File: config.mk
export PLATFORM = sky130hd
export DESIGN_NAME = tbase_timer
export DESIGN_NICKNAME = d
export VERILOG_FILES = /design/src/rtl/tbase_pkg.sv /design/src/rtl/tbase_prescaler.sv /design/src/rtl/tbase_counter.sv /design/src/rtl/tbase_shadow.sv /design/src/rtl/tbase_timer.sv
export SDC_FILE = /design/constraint.sdc
export NUM_CORES = 1
export LEC_CHECK = 0
export ABC_AREA = 0
export BUFFER_PORTS_ARGS = -buffer_cell sky130_fd_sc_hd__buf_2
export CELL_PAD_IN_SITES_DETAIL_PLACEMENT = 0
export CELL_PAD_IN_SITES_GLOBAL_PLACEMENT = 1
export CORE_ASPECT_RATIO = 0.8
export CORE_MARGIN = 5
export CORE_UTILIZATION = 45
export CTS_CLUSTER_DIAMETER = 60
export DETAILED_ROUTE_END_ITERATION = 8
export HOLD_SLACK_MARGIN = 0.1
export PLACE_DENSITY_LB_ADDON = 0.25
export SLEW_MARGIN = 10
export SYNTH_ARGS = -nofsm -noshare
export SYNTH_HDL_FRONTEND = slang
export SYNTH_SLANG_ARGS = --single-unit
File: constraint.sdc
create_clock -name clk -period 10.75 [get_ports clk]
set_clock_uncertainty 0.1 [all_clocks]
set_input_delay 2.15 -clock clk [delete_from_list [all_inputs] [get_ports clk]]
set_output_delay 2.15 -clock clk [all_outputs]
set_load 0.05 [all_outputs]
File: src/rtl/tbase_pkg.sv
package tbase_pkg;

  localparam int unsigned TB_W = 16;

  typedef logic [TB_W-1:0] tb_word_t;

  typedef struct packed {
    tb_word_t period;
    tb_word_t prescale;
  } tb_cfg_t;

  // A prescale of zero behaves as a divide-by-one.
  function automatic tb_word_t eff_div(tb_word_t p);
    return (p == '0) ? tb_word_t'(1) : p;
  endfunction

  // The count is at its terminal value (period zero is always terminal).
  function automatic logic is_last(tb_word_t cnt, tb_word_t per);
    return (per == '0) || (cnt >= per - tb_word_t'(1));
  endfunction

  function automatic tb_word_t bump(tb_word_t v);
    return v + tb_word_t'(1);
  endfunction

endpackage

File: src/rtl/tbase_prescaler.sv
module tbase_prescaler
  import tbase_pkg::*;
(
  input  logic     clk,
  input  logic     rst_n,
  input  tb_word_t div,
  output logic     tick
);

  tb_word_t phase;
  tb_word_t lim;

  assign lim  = eff_div(div) - tb_word_t'(1);
  assign tick = (phase >= lim);

  always_ff @(posedge clk or negedge rst_n) begin
    if (!rst_n)    phase <= '0;
    else if (tick) phase <= '0;
    else           phase <= bump(phase);
  end

endmodule

File: src/rtl/tbase_counter.sv
module tbase_counter
  import tbase_pkg::*;
(
  input  logic     clk,
  input  logic     rst_n,
  input  logic     tick,
  input  tb_word_t per,
  output tb_word_t cnt,
  output logic     last
);

  assign last = is_last(cnt, per);

  always_ff @(posedge clk or negedge rst_n) begin
    if (!rst_n)    cnt <= '0;
    else if (tick) cnt <= last ? '0 : bump(cnt);
  end

endmodule

File: src/rtl/tbase_shadow.sv
module tbase_shadow
  import tbase_pkg::*;
(
  input  logic    clk,
  input  logic    rst_n,
  input  logic    load,
  input  tb_cfg_t nxt,
  output tb_cfg_t cur
);

  always_ff @(posedge clk or negedge rst_n) begin
    if (!rst_n)    cur <= '0;
    else if (load) cur <= nxt;
  end

endmodule

File: src/rtl/tbase_timer.sv
module tbase_timer
  import tbase_pkg::*;
(
  input  logic           clk,
  input  logic           rst_n,
  input  logic [TB_W-1:0] cfg_period,
  input  logic [TB_W-1:0] cfg_prescale,
  output logic [TB_W-1:0] timer,
  output logic           tick_en,
  output logic [TB_W-1:0] period_q,
  output logic [TB_W-1:0] prescale_q
);

  tb_cfg_t  cfg_in;
  tb_cfg_t  cfg_cur;
  tb_word_t tmr_w;
  logic     tick_w;
  logic     last_w;
  logic     load_w;

  assign cfg_in.period   = cfg_period;
  assign cfg_in.prescale = cfg_prescale;

  tbase_prescaler u_psc (
    .clk  (clk),
    .rst_n(rst_n),
    .div  (cfg_cur.prescale),
    .tick (tick_w)
  );

  tbase_counter u_cnt (
    .clk  (clk),
    .rst_n(rst_n),
    .tick (tick_w),
    .per  (cfg_cur.period),
    .cnt  (tmr_w),
    .last (last_w)
  );

  // Wrap point: a tick while the timer sits on its terminal value.
  assign load_w = tick_w & last_w;

  tbase_shadow u_shd (
    .clk  (clk),
    .rst_n(rst_n),
    .load (load_w),
    .nxt  (cfg_in),
    .cur  (cfg_cur)
  );

  assign timer      = tmr_w;
  assign tick_en    = tick_w;
  assign period_q   = cfg_cur.period;
  assign prescale_q = cfg_cur.prescale;

endmodule

**Yosys cells after proc, flatten, opt, wreduce, memory -nomap -nowiden**

Index checks and enable logic that the tools add are counted.

- Muxes and demuxes: 3
- $mul: 0
- Add/sub/neg operators: 4
- Reductions and logical operators: 3
- Bitwise gates (word level): 1
- Div/mod/pow operators: 0
- Shift operators: 0
- Eq/ne operators: 0
- Magnitude comparators: 2

Operators by type and width:

| kind | count |
|---|---|
| two-way mux 16 bit | 3 |
| adder 16 x 1 -> 16 bit (second input constant) | 2 |
| greater-or-equal comparator 16 bit | 2 |
| zero test 16 bit | 2 |
| subtractor 16 x 1 -> 16 bit (second input constant) | 2 |
| bitwise AND 1 bit | 1 |
| logical OR 1 bit | 1 |

- Bits in read-only memories: 0
- Logic and storage cells: 17
- Memories kept: 0
- Bits in latches: 0
- Flip-flop bits (word level): 64
- RAM bits: 0
- Output and inout port bits: 49

**Longest topological paths before layout**

Gate-level depths: netlist of the first run.

- Depth in word-level cells: 5
- Mapped depth: 18

**Cells and area by module**

A second synthesis of the first run with hierarchy kept.

- Cell total of the unflattened synthesis: 378
- Area total of the unflattened synthesis: 4142.7 µm²

By module, submodules not included:

| module | times used | cells an instance | area each (µm²) | sequential area each (µm²) |
|---|---|---|---|---|
| tbase_counter | 1 | 160 | 1435.1 | 400.4 |
| tbase_prescaler | 1 | 149 | 1356.3 | 400.4 |
| tbase_shadow | 1 | 68 | 1345.0 | 800.8 |
| tbase_timer | 1 | 1 | 6.3 | 0.0 |

**Worst setup path before layout of the first run**

OpenSTA, ideal clock, no wires.

- Kind: reg-to-output
- From: register u_shd.cur[9] (netlist bit)
- To: output tick_en
- Arrival: 4437 ps
- Stages on the path, launching flop included: 17
- Slack: 4063 ps
- Cell sequence: dfrtp_1 > or4_1 > or3_1 > nor3_1 > a31oi_1 > ha_1 > nand2_1 > or2_1 > nor3_1 > xnor2_1 > ha_1 > nand4_1 > nor4_1 > o31ai_1 > o211ai_2 > clkbuf_1 > clkbuf_1

- Cells in the longest elaborated chain, start to end: 4

Ends and longest elaborated chain:

| element | line | RTL |
|---|---|---|
| start: declaration | tbase_shadow.sv:8 | `output tb_cfg_t cur` |
| start signal: assignment | tbase_shadow.sv:13 | `else if (load) cur <= nxt;` |
| zero test 16 bit | tbase_pkg.sv:14 | `return (p == '0) ? tb_word_t'(1) : p;` |
| two-way mux 16 bit (*) | tbase_pkg.sv:14 |  |
| subtractor 16 x 1 -> 16 bit (*) | tbase_prescaler.sv:13 | `assign lim = eff_div(div) - tb_word_t'(1);` |
| greater-or-equal comparator 16 bit (*) | tbase_prescaler.sv:14 | `assign tick = (phase >= lim);` |
| end: declaration | tbase_timer.sv:9 | `output logic tick_en,` |

Mark *: on every way between the ends. The rest lies on a longest branch, timed or not.

**Final worst setup path of the first run**

Ends and elaborated chain as after synthesis.

==> results of run 1 <==
[worst max-delay path: stages (launching register included)]
cell	delay (ns)
dfrtp_1	0.45
or4_1	0.58
or3_1	0.35
nor3_1	0.24
a31oi_1	0.15
ha_1	0.24
nand2_1	0.08
or2_1	0.14
nor3_1	0.07
xnor2_1	0.14
ha_1	0.32
nand4_1	0.15
nor4_1	0.33
o31ai_1	0.15
o211ai_2	0.08
buf_4	0.36
buf_2	0.34
[final cells by class]
cell class / instances / area, um2
flip-flops and latches: 64 / 1600
fillers: 795 / 4050
well taps: 115 / 144
repair buffers: 84 / 425
multi-input cells: 304 / 2380
clock inverters: 2 / 35.0
clock buffers: 14 / 284
inverters: 9 / 33.8
[synth_stat cells, drive strengths merged]
master    n  area, um2
a2111oi   1       8.76
a21o      2       15.0
a21oi    13       65.1
a22o     15        131
a31oi     2       12.5
and2      4       25.0
and3      5       31.3
and4      4       35.0
buf       7       62.6
clkbuf    4       15.0
dfrtp    64       1600
ha       36        450
inv       9       33.8
mux2     33        484
nand2    22       90.1
nand2b    2       12.5
nand3    14       70.1
nand3b    1       7.51
nand4     7       43.8
nor2     37        139
nor2b    10       62.6
nor3     14       70.1
nor3b     1       7.51
nor4      7       43.8
o211a     1       10.0
o211ai    1       12.5
o21a      2       15.0
o21ai    16       80.1
o31ai     3       22.5
o41ai     1       8.76
or2       2       12.5
or3       2       12.5
or4       5       45.0
or4b      1       10.0
xnor2    22        193
xor2     18        158
[cells by family (layout without fill, tap and decap cells)]
group	count (synthesis)	count (layout)	synth area share
DFF	64	64	0.391
adders and majority gates	36	36	0.110
AOI/OAI and AO/OA	57	57	0.0931
xor gates and xnor gates	40	40	0.0855
muxes	33	33	0.118
buffers and inverters	20	109	0.0272
and+or+nand+nor	138	138	0.175
[state kept, by name (all words and copies together), names as in the netlist]
register	cells
u_cnt.cnt	16
u_psc.phase	16
u_shd.cur	32
[power by group]
group	total, mW	switching, mW	internal, mW
clock network	0.309	0.105	0.204
logic	0.114	0.0656	0.0485
registers	0.286	0.0272	0.259
total	0.710	0.197	0.512
[worst min path at each step]
| stage | from | to | cells after the start |
|---|---|---|---|
| after floorplan | u_psc.phase[0] | u_psc.phase[0] | 1 |
| after global placement | u_shd.cur[3] | u_shd.cur[3] | 1 |
| after detailed placement | u_shd.cur[3] | u_shd.cur[3] | 1 |
| after CTS | u_shd.cur[3] | u_shd.cur[3] | 1 |
| after global routing | u_shd.cur[16] | u_shd.cur[16] | 1 |
| final | u_shd.cur[3] | u_shd.cur[3] | 1 |
[routing by layer]
| metal | global-route usage | routed length (um) | vias to the layer above |
|---|---|---|---|
| li1 | - | - | 1573 |
| met1 | 0.303 | 5310 | 1512 |
| met2 | 0.243 | 3820 | 75 |
| met3 | 0.0470 | 656 | 7 |
| met4 | 0.0487 | 99 | 0 |
| met5 | 0 | 0 | - |
[metrics by stage]
step / instance area (um2) / setup slack [ns]
floorplan: 4100 / 4.06
global placement: 4590 / 4.52
detailed placement: 4590 / 4.40
CTS: 4910 / 4.00
global route: 4910 / 3.66
finish: 4910 / 4.00
==> flow_summary.ini, run 1 <==
[setup_path]
r2r-end = u_cnt.cnt[0]
worstSetupStartpointType = flip-flop
cp_max_fo = 33
rr_worst_depth = 17
crit_end = tick_en
cp_data_required_time_ns = 8.50
rrSetupSlack_ns = 5.47
cp-end-kind = primary output
path_class = reg2out
r2r-start = u_shd.cur[9]
critPathArrivalTime_ns = 4.50
critPathLaunch = u_shd.cur[9]

[layout]
layout_commonest_cell = buf_2
area_delta_synth_final_pct = 19.8
most-common-layout-cells = 82 x buf_2, 64 x dfrtp_1, 37 x nor2_1
stdcell_count = 592
drive_gt1_frac = 0.283
post-route-util = 0.548
n_antenna_cell = 0
final_net_count = 542

[timing]
rsz0062_at_grt = no
fin_crit_ns = 6.75
finalSetupTns_ns = 0
max_freq_mhz = 148
worst_pin_slew_ns = 1.16
final_hold_viol_count = 0
relSlewSlack = 0.225
setup_violations = 0
post-route-period-util = 0.628
whs_ns = 0.461
maxSlewViolCount = 0

[drt]
ant_nets = 0
totalWireLength_um = 9880
drtIter0Drc = 203
vias_per_cell = 5.35
vias = 3167
routedWlPerCell_um = 16.7
drcViolationCount = 0
drtPass1Iterations = 4

[grt]
antenna_found_initial = 0
grt_pass1_vias = 3056
grt_max_degree = 65
gr-total-overflow = 0
grt_pass1_wl_um = 16200
grt_use_total = 0.188

[clocking]
cts-root-buf = clkbuf_16
cts.repair.resized = 0
cts_max_level = 3
clk_latency_ns = 0.33
clk_pin_slew_ns = 0.05
cts_max_path_buffers = 2
hold_buffers = 0
cts_buffers = 9
clock-sinks = 64
cts_setup_buffers = 0
cts_tree = done

[floorplanning]
coreArea_um2 = 8960
num_rows = 31
die_w_um = 117
pin_count = 83
dieHeight_um = 95.4
start_util = 0.457
dieArea_um2 = 11100

[yosys]
netlist_area_um2 = 4100
yosysWarnings = 0
syn-instance-count = 388
seq_area_frac_synth = 0.391
synth_fp_nets = 458
synth_cell_types = 44
ys_ff_latch = 64
syn_avg_cell_area_um2 = 10.6

[place]
dp.cells = 576
port_buffers = 82
gp_congestion = 0.806
dp.final_hpwl_um = 7230

[status]
status = finished clean

[flow_run]
max_cap_viol_count = 0

[pwr]
pwr_density_cell_nw_per_um2 = 145
cellLeakagePower_nw = 2.44
ir_worst_vdd_mv = 0.0828
finalPower_mw = 0.710

[worst_hold_path]
hp-class = reg2reg
(Power assumes the default switching activity.)
==> inputs of run 2 (changes only) <==
CORE_UTILIZATION = 39   (was 45)
clock period = 6.2 ns   (was 10.75 ns; I/O delays follow)
==> flow_summary.ini, run 2 (same netlist as run 1, synthesis figures left out) <==
[status]
status = finished clean

[clocking]
clk_pin_slew_ns = 0.06
clk_latency_ns = 0.33
cts_setup_buffers = 0
cts_max_level = 3
cts_buffers = 9
cts_tree = done
hold_buffers = 0
cts-root-buf = clkbuf_16
cts.repair.resized = 0
clock-sinks = 64
cts_max_path_buffers = 2

[setup_path]
rrSetupSlack_ns = 1.06
cp-end-kind = primary output
critPathArrivalTime_ns = 4.19
rr_worst_depth = 18
cp_data_required_time_ns = 4.86
r2r-end = u_cnt.cnt[8]
worstSetupStartpointType = flip-flop
path_class = reg2out
cp_max_fo = 7
r2r-start = u_shd.cur[9]

[floorplanning]
start_util = 0.399
num_rows = 33
pin_count = 83
coreArea_um2 = 10300
dieHeight_um = 102
die_w_um = 125
dieArea_um2 = 12700

[timing]
setup_violations = 0
finalSetupTns_ns = 0
maxSlewViolCount = 0
final_hold_viol_count = 0
rsz0062_at_grt = no
whs_ns = 0.460
fin_crit_ns = 5.53
worst_pin_slew_ns = 0.809
relSlewSlack = 0.461
post-route-period-util = 0.893
max_freq_mhz = 181

[drt]
vias_per_cell = 5.18
drtPass1Iterations = 4
totalWireLength_um = 10200
drcViolationCount = 0
ant_nets = 0
vias = 3201
routedWlPerCell_um = 16.5
drtIter0Drc = 232

[layout]
area_delta_synth_final_pct = 21.3
n_antenna_cell = 0
fill_cells = 958
most-common-layout-cells = 82 x buf_2, 64 x dfrtp_1, 37 x nor2_1
reg_top3 = u_shd.cur: 32 flops, u_cnt.cnt: 16 flops, u_psc.phase: 16 flops
largest_reg_flops = 32
final_net_count = 543
drive_gt1_frac = 0.287
layout_commonest_cell = buf_2
top_register = u_shd.cur

[grt]
grt_use_total = 0.163
gr-total-overflow = 0
grt_pass1_wl_um = 16400
grt_max_degree = 65
antenna_found_initial = 0
grt_pass1_vias = 3091

[pwr]
cellLeakagePower_nw = 2.45
ir_worst_vdd_mv = 0.106
pwr_density_cell_nw_per_um2 = 255
finalPower_mw = 1.27

[place]
dp.final_hpwl_um = 7470
port_buffers = 82
gp_congestion = 0.801

[flow_run]
max_cap_viol_count = 0

[worst_hold_path]
hp-class = reg2reg
min_from = u_psc.phase[15]
worst_hold_path.num_cells = 2
holdPathEnd = u_psc.phase[15]
## run 2: cell types whose count changed in the layout (fill, tap and decap cells not counted), sizes merged
cell      before  now
bufinv         1    2
clkinv         1    0
buf           84   85
clkbuf        14   12
clkinvlp       0    2
## run 2: layer usage
metal,vias to the layer above,share of wire,track usage
li1,1573,-,-
met1,1552,0.55,0.251
met2,66,0.39,0.221
met3,10,0.045,0.0401
met4,0,0.013,0.0556
met5,-,0,0
## run 2: power breakdown
part           internal, mW  switching [mW]
Combinational        0.0842           0.115
Clock                 0.385           0.189
Sequential            0.449          0.0463
## run 2: stage by stage
step,instances,instance area (um2),setup slack (ns),utilization
3_3_place_gp,602,4630,1.23,0.450
4_1_cts,618,4970,0.693,0.483
5_1_grt,618,4970,0.444,0.483
6_report,618,4970,0.666,0.483
2_1_floorplan,388,4100,0.423,-
3_5_place_dp,602,4630,1.08,0.450
## run 2: layout make-up
type	instances	area, um2	area share
Inverter	9	33.8	0.00680
Clock buffer	12	267	0.0536
Tap cell	140	175	0.0352
Sequential cell	64	1600	0.322
Timing Repair Buffer	85	433	0.0871
Clock inverter	4	75.1	0.0151
Multi-Input combinational cell	304	2380	0.480
## run 2: worst max path at each step
stage	start	cells past startpoint	slack, ns	end
CTS	u_shd.cur[9]	15	0.69	tick_en
detailed placement	u_shd.cur[9]	15	1.08	tick_en
global route	u_shd.cur[9]	15	0.44	tick_en
global placement	u_shd.cur[9]	15	1.23	tick_en
floorplan	u_shd.cur[9]	16	0.42	tick_en
finish	u_shd.cur[9]	15	0.67	tick_en
## run 2: critical path: stages (launching register included)
cell and delay [ns]:
dfrtp_1 0.45, or4_1 0.58, or3_1 0.34, nor3_1 0.25
a31oi_1 0.16, ha_1 0.24, nand2_1 0.09, or2_1 0.15
nor3_1 0.08, xnor2_1 0.15, ha_1 0.33, nand4_1 0.14
nor4_1 0.33, o31ai_1 0.16, o211ai_2 0.11, buf_2 0.30
==> inputs of run 3 (changes only) <==
CORE_UTILIZATION = 23   (was 39)
==> flow_summary.ini, run 3 (same netlist as run 1, synthesis figures left out) <==
[layout]
area_delta_synth_final_pct = 22.9
postLayoutCellArea_um2 = 5030
drive_gt1_frac = 0.282
final_net_count = 543
reg_top3 = u_shd.cur: 32 flops, u_cnt.cnt: 16 flops, u_psc.phase: 16 flops
n_antenna_cell = 0
layout_commonest_cell = buf_2
top_register = u_shd.cur
post-route-util = 0.289
largest_reg_flops = 32
most-common-layout-cells = 82 x buf_2, 64 x dfrtp_1, 37 x nor2_1
stdcell_count = 703
fill_cells = 1838

[timing]
setup_violations = 0
post-route-period-util = 0.891
max_freq_mhz = 181
finalSetupTns_ns = 0
worst_pin_slew_ns = 0.864
fin_crit_ns = 5.53
relSlewSlack = 0.424
rsz0062_at_grt = no
maxSlewViolCount = 0
setup_ws_ns = 0.674
final_hold_viol_count = 0
whs_ns = 0.467

[clocking]
clk_latency_ns = 0.34
clock-sinks = 64
cts-root-buf = clkbuf_16
cts.repair.resized = 0
cts_max_level = 3
hold_buffers = 0
cts_tree = done
clk_pin_slew_ns = 0.06
cts_setup_buffers = 0
cts_buffers = 9
cts_max_path_buffers = 2

[setup_path]
path_class = reg2out
cpPeakStageDelay_ns = 0.59
cp_slowest_cell = or4_1
worstSetupStartpointType = flip-flop
cp_max_fo = 7
cp-end-kind = primary output
cp_data_required_time_ns = 4.86
path_cells = or4_1 > or3_1 > nor3_1 > a31oi_1 > ha_1 > nand2_1 > or2_1 > nor3_1 > xnor2_1 > ha_1 > nand4_1 > nor4_1 > o31ai_1 > o211ai_2 > buf_2
critPathArrivalTime_ns = 4.19
rrSetupSlack_ns = 1.13

[grt]
antenna_found_initial = 0
grt_max_degree = 65
grt_pass1_wl_um = 18400
gr-total-overflow = 0
grt_pass1_vias = 3325
grt_use_total = 0.113

[drt]
routedWlPerCell_um = 16.0
vias_per_cell = 4.51
ant_nets = 0
drtPass1Iterations = 4
vias = 3170
drtIter0Drc = 125
drcViolationCount = 0
totalWireLength_um = 11200

[floorplanning]
dieArea_um2 = 20600
coreArea_um2 = 17400
num_rows = 43
die_w_um = 159
pin_count = 83
start_util = 0.235
dieHeight_um = 129

[pwr]
cellLeakagePower_nw = 2.44
swShare = 0.286
p_clk_frac = 0.426
pwr-share-comb = 0.165
p_switching_mw = 0.347
power_frac_seq = 0.409
p_int_mw = 0.866
finalPower_mw = 1.21
ir_worst_vdd_mv = 0.129
pwr_density_cell_nw_per_um2 = 241

[place]
dp.final_hpwl_um = 8380
dpl_worst_slack_ns = 1.04
gp_congestion = 0.792
dp.cells = 687
place_area_um2 = 4730
port_buffers = 82

[worst_hold_path]
hp-class = reg2reg

[status]
status = finished clean

[flow_run]
max_cap_viol_count = 0
[run 3: critical path, delay by kind of cell (launching register included)]
kind / cells / cell delay (ns)
AO/OA/AOI/OAI: 3 / 0.39
AND/OR/NAND/NOR: 8 / 2.03
flip-flops: 1 / 0.45
adder cells (fa/ha/maj): 2 / 0.55
buffers and inverters: 1 / 0.30
XOR/XNOR: 1 / 0.13
[run 3: final cells by class]
| class | instances | area (um2) | area share |
|---|---|---|---|
| flip-flops and latches | 64 | 1600 | 0.318 |
| repair buffers | 85 | 433 | 0.0860 |
| well taps | 225 | 282 | 0.0559 |
| clock inverters | 3 | 40.0 | 0.00795 |
| multi-input cells | 304 | 2380 | 0.474 |
| inverters | 9 | 33.8 | 0.00671 |
| clock buffers | 13 | 260 | 0.0517 |
[run 3: worst paths after layout]
kind / end / depth (start not counted) / startpoint
worst max register to register: u_shd.cur[3] / 17 / u_shd.cur[9]
worst min-delay path: u_psc.phase[0] / 1 / u_psc.phase[0]
max in group asynchronous: u_shd.cur[22] / 2 / rst_n
worst max-delay path: tick_en / 15 / u_shd.cur[9]
min in group asynchronous: u_shd.cur[8] / 2 / rst_n
worst min register to register: u_psc.phase[0] / 1 / u_psc.phase[0]
[run 3: power groups by stage]
stage	combinational [mW]	sequential [mW]	clock, mW
6_report	0.200	0.496	0.517
5_1_grt	0.225	0.503	0.550
4_1_cts	0.202	0.496	0.532
3_5_place_dp	0.200	0.503	0
3_3_place_gp	0.197	0.503	0
2_1_floorplan	0.106	0.528	0
[run 3: per-layer routing]
metal | wire, um | global-route usage | vias to the layer above
met5 | 0 | 0 | -
met4 | 144 | 0.0351 | 0
met3 | 531 | 0.0388 | 11
met2 | 4570 | 0.160 | 51
met1 | 6000 | 0.161 | 1532
li1 | - | - | 1576
